[src/rtl/nbr_pkg.sv]
// Shared definitions for the nibble-bus program memory slice.
// Assumes the eight phases are encoded in their bus order.
package nbr_pkg;
    typedef enum logic [2:0] {
        PH_A1 = 3'd0,
        PH_A2 = 3'd1,
        PH_A3 = 3'd2,
        PH_M1 = 3'd3,
        PH_M2 = 3'd4,
        PH_X1 = 3'd5,
        PH_X2 = 3'd6,
        PH_X3 = 3'd7
    } phase_e;
endpackage

[src/rtl/nbr_phase_seq.sv]
// Phase sequencer: tracks the current phase of the eight-phase cycle.
// Assumes sync is sampled on the clock edge that ends the current phase.
// Reset parks the sequencer in X3, so the first cycle starts at A1.
module nbr_phase_seq
    import nbr_pkg::*;
(
    input  logic   clk,
    input  logic   rst_n,
    input  logic   sync,
    output phase_e phase
);
    phase_e phase_q;

    // Step to the next phase, or restart at A1 when sync is seen.
    always_ff @(posedge clk) begin
        if (!rst_n)
            phase_q <= PH_X3;
        else if (sync)
            phase_q <= PH_A1;
        else
            phase_q <= phase_e'(3'(phase_q + 3'd1));
    end

    assign phase = phase_q;
endmodule

[src/rtl/nbr_addr_sel.sv]
// Address and select capture: assembles the program address from the
// two address-phase nibbles and latches the chip-code match in A3.
// Assumes bus_in is stable across the clock edge that ends each phase.
module nbr_addr_sel
    import nbr_pkg::*;
#(
    parameter int NW = 4,
    localparam int AW = 2 * NW
) (
    input  logic          clk,
    input  logic          rst_n,
    input  phase_e        phase,
    input  logic [NW-1:0] bus_in,
    input  logic [NW-1:0] chip_id,
    output logic [AW-1:0] addr,
    output logic          sel
);
    logic [NW-1:0] lo_q;
    logic [NW-1:0] hi_q;
    logic          sel_q;

    // Capture the low nibble in A1 and the high nibble in A2.
    always_ff @(posedge clk) begin
        if (!rst_n) begin
            lo_q <= '0;
            hi_q <= '0;
        end else if (phase == PH_A1) begin
            lo_q <= bus_in;
        end else if (phase == PH_A2) begin
            hi_q <= bus_in;
        end
    end

    // Clear the match at A1; decide it again from the code seen in A3.
    always_ff @(posedge clk) begin
        if (!rst_n)
            sel_q <= 1'b0;
        else if (phase == PH_A1)
            sel_q <= 1'b0;
        else if (phase == PH_A3)
            sel_q <= (bus_in == chip_id);
    end

    assign addr = {hi_q, lo_q};
    assign sel  = sel_q;
endmodule

[src/rtl/nbr_store.sv]
// Byte store: DEPTH bytes with a synchronous load port and an
// asynchronous read. Reset fills byte i with i XOR INIT_XOR.
module nbr_store #(
    parameter int          AW       = 8,
    parameter int          DW       = 8,
    parameter logic [DW-1:0] INIT_XOR = 8'h5A,
    localparam int         DEPTH    = 1 << AW
) (
    input  logic          clk,
    input  logic          rst_n,
    input  logic          we,
    input  logic [AW-1:0] waddr,
    input  logic [DW-1:0] wdata,
    input  logic [AW-1:0] raddr,
    output logic [DW-1:0] rdata
);
    logic [DW-1:0] mem [DEPTH];

    // Load the computed contents on reset; otherwise accept load-port writes.
    always_ff @(posedge clk) begin
        if (!rst_n) begin
            for (int i = 0; i < DEPTH; i++)
                mem[i] <= DW'(i) ^ INIT_XOR;
        end else if (we) begin
            mem[waddr] <= wdata;
        end
    end

    // Return the byte at the fetch address.
    assign rdata = mem[raddr];
endmodule

[src/rtl/nbus_prog_rom.sv]
// Program memory slice on a shared nibble bus.
// Takes an 8-bit address in A1/A2 and compares the A3 code with chip_id.
// When selected, returns the addressed byte in M1 (high nibble) and
// M2 (low nibble). Assumes the phase clock runs one period per phase.
module nbus_prog_rom
    import nbr_pkg::*;
#(
    parameter int         NW       = 4,
    parameter logic [7:0] INIT_XOR = 8'h5A,
    localparam int        AW       = 2 * NW,
    localparam int        DW       = 2 * NW
) (
    input  logic          clk,
    input  logic          rst_n,
    input  logic          sync,
    input  logic [NW-1:0] bus_in,
    input  logic [NW-1:0] chip_id,
    input  logic          ld_we,
    input  logic [AW-1:0] ld_addr,
    input  logic [DW-1:0] ld_data,
    output logic [NW-1:0] bus_out,
    output logic          bus_oe
);
    phase_e        phase;
    logic [AW-1:0] fetch_addr;
    logic          sel;
    logic [DW-1:0] fetch_byte;

    nbr_phase_seq u_seq (
        .clk   (clk),
        .rst_n (rst_n),
        .sync  (sync),
        .phase (phase)
    );

    nbr_addr_sel #(.NW(NW)) u_addr (
        .clk     (clk),
        .rst_n   (rst_n),
        .phase   (phase),
        .bus_in  (bus_in),
        .chip_id (chip_id),
        .addr    (fetch_addr),
        .sel     (sel)
    );

    nbr_store #(.AW(AW), .DW(DW), .INIT_XOR(INIT_XOR)) u_store (
        .clk   (clk),
        .rst_n (rst_n),
        .we    (ld_we),
        .waddr (ld_addr),
        .wdata (ld_data),
        .raddr (fetch_addr),
        .rdata (fetch_byte)
    );

    // Drive the bus only in the fetch phases of a selected cycle, high nibble first.
    always_comb begin
        bus_oe  = sel && (phase == PH_M1 || phase == PH_M2);
        bus_out = '0;
        if (bus_oe)
            bus_out = (phase == PH_M1) ? fetch_byte[DW-1:NW] : fetch_byte[NW-1:0];
    end
endmodule

[config.mk]
export PLATFORM = sky130hd
export DESIGN_NAME = nbus_prog_rom
export DESIGN_NICKNAME = d
export VERILOG_FILES = /design/src/rtl/nbr_pkg.sv /design/src/rtl/nbr_phase_seq.sv /design/src/rtl/nbr_addr_sel.sv /design/src/rtl/nbr_store.sv /design/src/rtl/nbus_prog_rom.sv
export SDC_FILE = /design/constraint.sdc
export NUM_CORES = 2
export LEC_CHECK = 0
export BUFFER_PORTS_ARGS = -buffer_cell sky130_fd_sc_hd__buf_2
export CORE_MARGIN = 4
export CORE_UTILIZATION = 35
export CTS_CLUSTER_DIAMETER = 40
export DETAILED_ROUTE_END_ITERATION = 8
export GPL_TIMING_DRIVEN = 0
export PLACE_DENSITY = 0.47
export REMOVE_ABC_BUFFERS = 1
export SYNTH_ARGS = -nofsm -noshare
export SYNTH_HDL_FRONTEND = slang
export SYNTH_SLANG_ARGS = --single-unit
[constraint.sdc]
create_clock -name clk -period 5.8 [get_ports clk]
set_clock_uncertainty 0.15 [all_clocks]
set_input_delay 0 -clock clk [delete_from_list [all_inputs] [get_ports clk]]
set_output_delay 0 -clock clk [all_outputs]
set_load 0.05 [all_outputs]
Word-level counts from Yosys, hierarchy flattened

Memories as Yosys holds them, arrays and structs flattened.
Index checks and enable logic that the tools add are counted.

Add/sub/neg operators: 1
Equality and inequality tests: 5
Multiplexer cells: 10
Bitwise logic cells: 2
Reduce and logical (&&, ||, !) cells: 6

Operators with widths:

| kind                  | number |
|---|---|
| $mux W8               | 2 |
| $mux W4               | 2 |
| $reduce_or A8 Y1      | 1 |
| $eq A3 B2 Y1 const B  | 2 |
| $mux W1               | 5 |
| $eq A4 B4 Y1          | 1 |
| $add A3 B1 Y3 const B | 1 |
| $eq A3 B1 Y1 const B  | 1 |
| $eq A3 B3 Y1 const B  | 1 |
| $logic_not A3 Y1      | 1 |
| $mux W3               | 1 |
| $not A1 Y1            | 2 |
| $reduce_and A2 Y1     | 1 |
| $reduce_or A2 Y1      | 1 |
| $logic_and A1 B1 Y1   | 1 |
| $logic_or A1 B1 Y1    | 1 |

Flip-flop bits (word level): 12
Bits in writable memories: 2,048
Bits of input ports: 28
Output and inout port bits: 5
Word-level logic and storage cells: 29
Memories kept: 1

Memories:

| name        | words | width | rd ports | clocked after Yosys merged registers in | write ports | RTL line        | source |
|---|---|---|---|---|---|---|---|
| u_store.mem | 256   | 8     | 1        | 0                                       | 256         | nbr_store.sv:17 | `logic [DW-1:0] mem [DEPTH];` |

Depth between registers and ports, before layout

Depth in word-level cells: 5
Depth in mapped cells: 13
Mapped depth without buffers: 9

By module

From an unflattened synthesis, not the netlist that was laid out.

Cell total of the unflattened synthesis: 6,772
Area, all modules: 94,974.8 µm²

By module, submodules not included:

| module        | instances | cells each | area each (µm²) | seq. area each (µm²) |
|---|---|---|---|---|
| nbr_store     | 1         | 6,712      | 94,379.3        | 61,499.0 |
| nbr_addr_sel  | 1         | 35         | 406.6           | 180.2 |
| nbr_phase_seq | 1         | 9          | 100.1           | 60.1 |
| nbus_prog_rom | 1         | 16         | 88.8            | 0.0 |

Least setup slack after synthesis

No wires, ideal clock.

Path kind: reg-to-output
Start: register u_seq.phase_q[0], in the netlist u_seq.phase[0]
End: output port bus_out[0]
Data arrival time: 2.974 ns
Slack: 2.676 ns
Stages on the path, launching flop included: 10
Buffers on the path: 0
Cells stage by stage: dfxtp_1 inv_1 ha_1 mux2i_1 nor2b_1 nor2b_1 o211ai_1 a211oi_1 a31oi_1 o221ai_1

Word-level cells in the longest chain between the ends: 4
Elaborated cells on any way between the ends: 6

RTL lines:

| element                                      | RTL line            | source |
|---|---|---|
| start, declared                              | nbr_phase_seq.sv:12 | `phase_e phase_q;` |
| start signal, assigned                       | nbr_phase_seq.sv:21 | `phase_q <= phase_e'(3'(phase_q + 3'd1));` |
| $eq A3 B2 Y1 or $eq A3 B3 Y1 (tied branches) | nbus_prog_rom.sv:58 | `bus_oe = sel && (phase == PH_M1 \|\| phase == PH_M2);` |
| $logic_or A1 B1 Y1 (*)                       | nbus_prog_rom.sv:58 |  |
| $logic_and A1 B1 Y1 (*)                      | nbus_prog_rom.sv:58 |  |
| net bus_oe                                   | nbus_prog_rom.sv:22 | `output logic bus_oe` |
| $mux W4 (*)                                  | nbus_prog_rom.sv:60 | `if (bus_oe)` |
| end, declared                                | nbus_prog_rom.sv:21 | `output logic [NW-1:0] bus_out,` |

Mark *: on every way through the listed nets, which the timed path passes. The rest lies on a longest branch.

Worst setup path after layout

Start: register u_addr.lo_q[1]
End: output port bus_out[0]

Word-level cells in the longest chain between the ends: 3

RTL lines:

| element                | RTL line            | source |
|---|---|---|
| start, declared        | nbr_addr_sel.sv:18  | `logic [NW-1:0] lo_q;` |
| start signal, assigned | nbr_addr_sel.sv:28  | `lo_q <= bus_in;` |
| $mem_v2 Z256 W8        | n/a                 |  |
| $mux W4                | nbus_prog_rom.sv:61 | `bus_out = (phase == PH_M1) ? fetch_byte[DW-1:NW] : fetch_byte[NW-1:0];` |
| $mux W4                | nbus_prog_rom.sv:60 |  |

No other way between the ends.

==> metrics.log <==
INFO  metric rsz0062_at_grt = no
INFO  metric worst_r2r_startpoint = u_seq.phase[0]
INFO  metric cts.root.buffer_cell = clkbuf_16
INFO  metric setup_viol_count_final = 0
INFO  metric worstPathArrival = 5.52 ns
INFO  metric die_height = 532.9 um
INFO  metric cts_buffer_depth = 4
INFO  metric detail_route.wl_per_cell = 31.03 um
INFO  metric drt-pass1-iter-count = 5
INFO  metric setup-tns-final = 0 ns
INFO  metric syn-cell-area = 0.09642 mm^2
INFO  metric placer_s_final_routability_congestion_estimate = 0.7973
INFO  metric ys.warnings.count = 0
INFO  metric floorplan.initialDensity = 0.3521
INFO  metric drt_drc_violations_left = 0
INFO  metric hold-worst-slack = 0.06096 ns
INFO  metric multiplexer_fraction_of_the_synthesized_cell_area = 0.1214
INFO  metric fillers = 24520
INFO  metric cts.sink_count = 2060
INFO  metric overall_via_count_from_detail_route = 60440
INFO  metric htreeDepth = 5
INFO  metric hp-class = input pin to register
INFO  metric cp-end-kind = output pin
INFO  metric cts_tree = yes
INFO  metric post_synth_inst_count = 6727
INFO  metric wl = 322.3 mm
INFO  metric path_max_fanout = 43
INFO  metric grt_usage = 0.2222
INFO  metric instances_no_fill = 10390
INFO  metric clock_slew_at_reported_path_ffs = 0.05 ns
INFO  metric floorplan.die_area = 0.2839 mm^2
INFO  metric die_width = 532.9 um
INFO  metric layout.nets = 6544
INFO  metric detail-route-antenna-nets = 0
INFO  metric startpoint = u_addr.lo_q[1]
INFO  metric netlist-cell-type-count = 65
INFO  metric ys.flop_type = edfxtp_1
INFO  metric place.detailed.hpwl = 196.3 mm
INFO  metric first_global_vias = 61070
INFO  metric row_count = 192
INFO  metric design.core.area = 0.2739 mm^2
INFO  metric timing.critical_path.required = 5.65 ns
INFO  metric minimum_clock_period = 5.671 ns
INFO  metric synth.avg_cell_area = 14.33 um^2
INFO  metric initial_antenna_violation_count = 22
INFO  metric grt_overflow_total = 0
INFO  metric worst_skew_pair.late_latency = 0.93 ns
INFO  metric p_leak = 37.92 nW
INFO  metric pin_count = 33
INFO  metric synth_top_area_cell = edfxtp_1
INFO  metric powerDensity = 361.2 mW/mm^2
INFO  metric timing.final.hold_violations = 0
INFO  metric total_design_power = 41.32 mW
INFO  metric wire_length_of_the_first_global_routing_pass = 462.4 mm
INFO  metric synth-edff-count = 2048
INFO  metric synthXorXnorAreaFrac = 0.0003633
INFO  metric outcome = finished clean
INFO  metric worst_pin_slew = 1.447 ns
INFO  metric register_bit_total_from_synthesis = 2060
INFO  metric setup.worst_path.start_class = register
INFO  metric synth_compound_gate_area_share = 0.04254
INFO  metric cts_inserted_buffers = 366
INFO  metric post-place-cells = 9650
INFO  metric synth_area_in_simple_gates = 0.1554
INFO  metric fmax = 176.3 MHz
INFO  metric maximum_number_of_pins_on_one_net_before_global_route_repair = 126
INFO  metric portBuffers = 32
INFO  metric ir_worst_vdd = 0.0003333 V
INFO  metric category_of_the_critical_setup_timing_path = register to output pin
INFO  metric final-max-slew-violation-count = 0
INFO  metric post_synth_fa_ha_maj_area_fraction = 0.0006488
INFO  metric min_period_over_period = 0.9778
INFO  metric drive_gt1_frac = 0.2064
INFO  metric relSlewSlack = 0.02542
INFO  metric via_per_inst = 5.820
INFO  metric max_cap_viol_count = 0
INFO  metric yosys.area.top_type_share = 0.6378
INFO  metric combinational_family_with_the_most_area_after_synthesis = simple AND/OR/NAND/NOR gates
INFO  metric post-synth-top-count-cell = edfxtp_1
INFO  metric synth-seq-area-share = 0.6403
INFO  metric synth_common_cells = edfxtp_1 (2048), or3_1 (1014), clkbuf_1 (691), and3_1 (614), mux4_2 (421)
INFO  metric post_synthesis_async_set_or_reset_flop_share = 0
INFO  metric synth.area.top_cells = edfxtp_1 (64%), mux4_2 (9.8%), or3_1 (6.6%)
INFO  metric area_delta_synth_final = 18.62%
INFO  metric hold_start = ld_data[7]
INFO  metric drt_iter0_drc = 6137
[sequential cells by signal, summed over array words and instances, names as in the netlist]
signal / flops
u_store.mem: 2048
u_addr.sel: 1
u_addr.hi_q: 4
u_addr.lo_q: 4
u_seq.phase: 3
[cells in the final DEF (no fill, tap or decap), types with 28 or more instances in the layout]
cell type / n
o21ai_1: 138
mux2i_1: 153
o221ai_1: 41
buf_16: 77
a22oi_1: 83
clkinv_2: 56
clkbuf_16: 371
nor3_1: 46
a21oi_1: 68
or3_1: 1012
buf_12: 38
buf_4: 36
bufinv_16: 55
o22ai_1: 84
dlygate4sd3_1: 37
and2_1: 393
inv_6: 41
nor2_1: 148
nand2_1: 92
clkinv_1: 30
edfxtp_1: 2048
and3_1: 614
nand3_1: 32
clkinvlp_4: 48
buf_2: 29
mux2_2: 37
o21ai_0: 141
nor2b_1: 28
mux4_2: 421
[repair_timing]
action / 4_1_cts / 5_1_grt
gates cloned: 0 / 1
resized for setup: 23 / 3
buffers inserted: 17 / 1
endpoints found under the hold margin: 1963 / 0
endpoints found under the setup margin: 4 / 2
hold buffers: 37 / 0
[cell families (layout without fill, tap and decap cells)]
logic type / after synthesis / after routing
flip-flops: 2060 / 2060
other: 0 / 7
buffers and inverters: 856 / 918
adder cells (fa/ha/maj): 5 / 5
XOR/XNOR: 4 / 4
AO/OA/AOI/OAI: 659 / 659
AND/OR/NAND/NOR: 2521 / 2521
multiplexers: 622 / 622
[power breakdown]
| group | total, mW | internal, mW | switching [mW] | leakage (nW) |
|---|---|---|---|---|
| clock network | 21.8 | 14.1 | 7.69 | 5.94 |
| registers | 17.3 | 17.1 | 0.212 | 20.1 |
| logic | 2.18 | 0.681 | 1.50 | 11.8 |
[worst max-delay path, cell delays in order, from the launching register on]
cell	delay [ns]
dfxtp_4	0.40
buf_16	0.26
buf_16	0.28
buf_16	0.28
mux4_2	0.25
o22ai_1	0.13
nor3_1	1.00
nor4_1	0.32
a211oi_4	0.48
or3b_2	0.48
o221ai_1	0.20
buf_2	0.36
[stage by stage]
stage	cell area [um^2]	utilization	setup WS, ns
2_1_floorplan	92660	-	-19.28
3_3_place_gp	97310	0.3553	-39.14
3_5_place_dp	101100	0.3690	-0.05144
4_1_cts	114100	0.4166	0.01922
5_1_grt	114400	0.4176	0.02362
6_report	114400	0.4176	0.1288
[path summary, 6_finish.rpt]
| path | end | slack, ns | cells past startpoint |
|---|---|---|---|
| setup / recovery | bus_out[0] | 0.13 | 11 |
| hold / removal | u_store.mem[30][7] | 0.06 | 3 |
| setup reg to reg | u_addr.sel | 3.42 | 7 |
| hold reg to reg | u_seq.phase[0] | 0.36 | 1 |
[layer usage]
metal | share of wire | wire length, um | global-route usage | vias to the layer above
met5 | 0.00011 | 35 | 0 | -
met1 | 0.43 | 138000 | 0.3067 | 31830
met4 | 0.034 | 11040 | 0.07601 | 6
met2 | 0.48 | 153800 | 0.3563 | 2141
met3 | 0.060 | 19380 | 0.03669 | 533
li1 | - | - | - | 25930
[final cells by class]
cell class | instances | area (um^2) | area share
antenna | 7 | 17.52 | 0.0001532
clock buffer | 390 | 9334 | 0.08161
clock inverter | 256 | 3014 | 0.02635
inverter | 10 | 42.54 | 0.0003720
multi-input combinational | 3811 | 31510 | 0.2755
sequential | 2060 | 61760 | 0.5400
tap | 3589 | 4491 | 0.03926
timing repair buffer | 262 | 4200 | 0.03673
No activity file was read; power rests on OpenSTA's default activity.
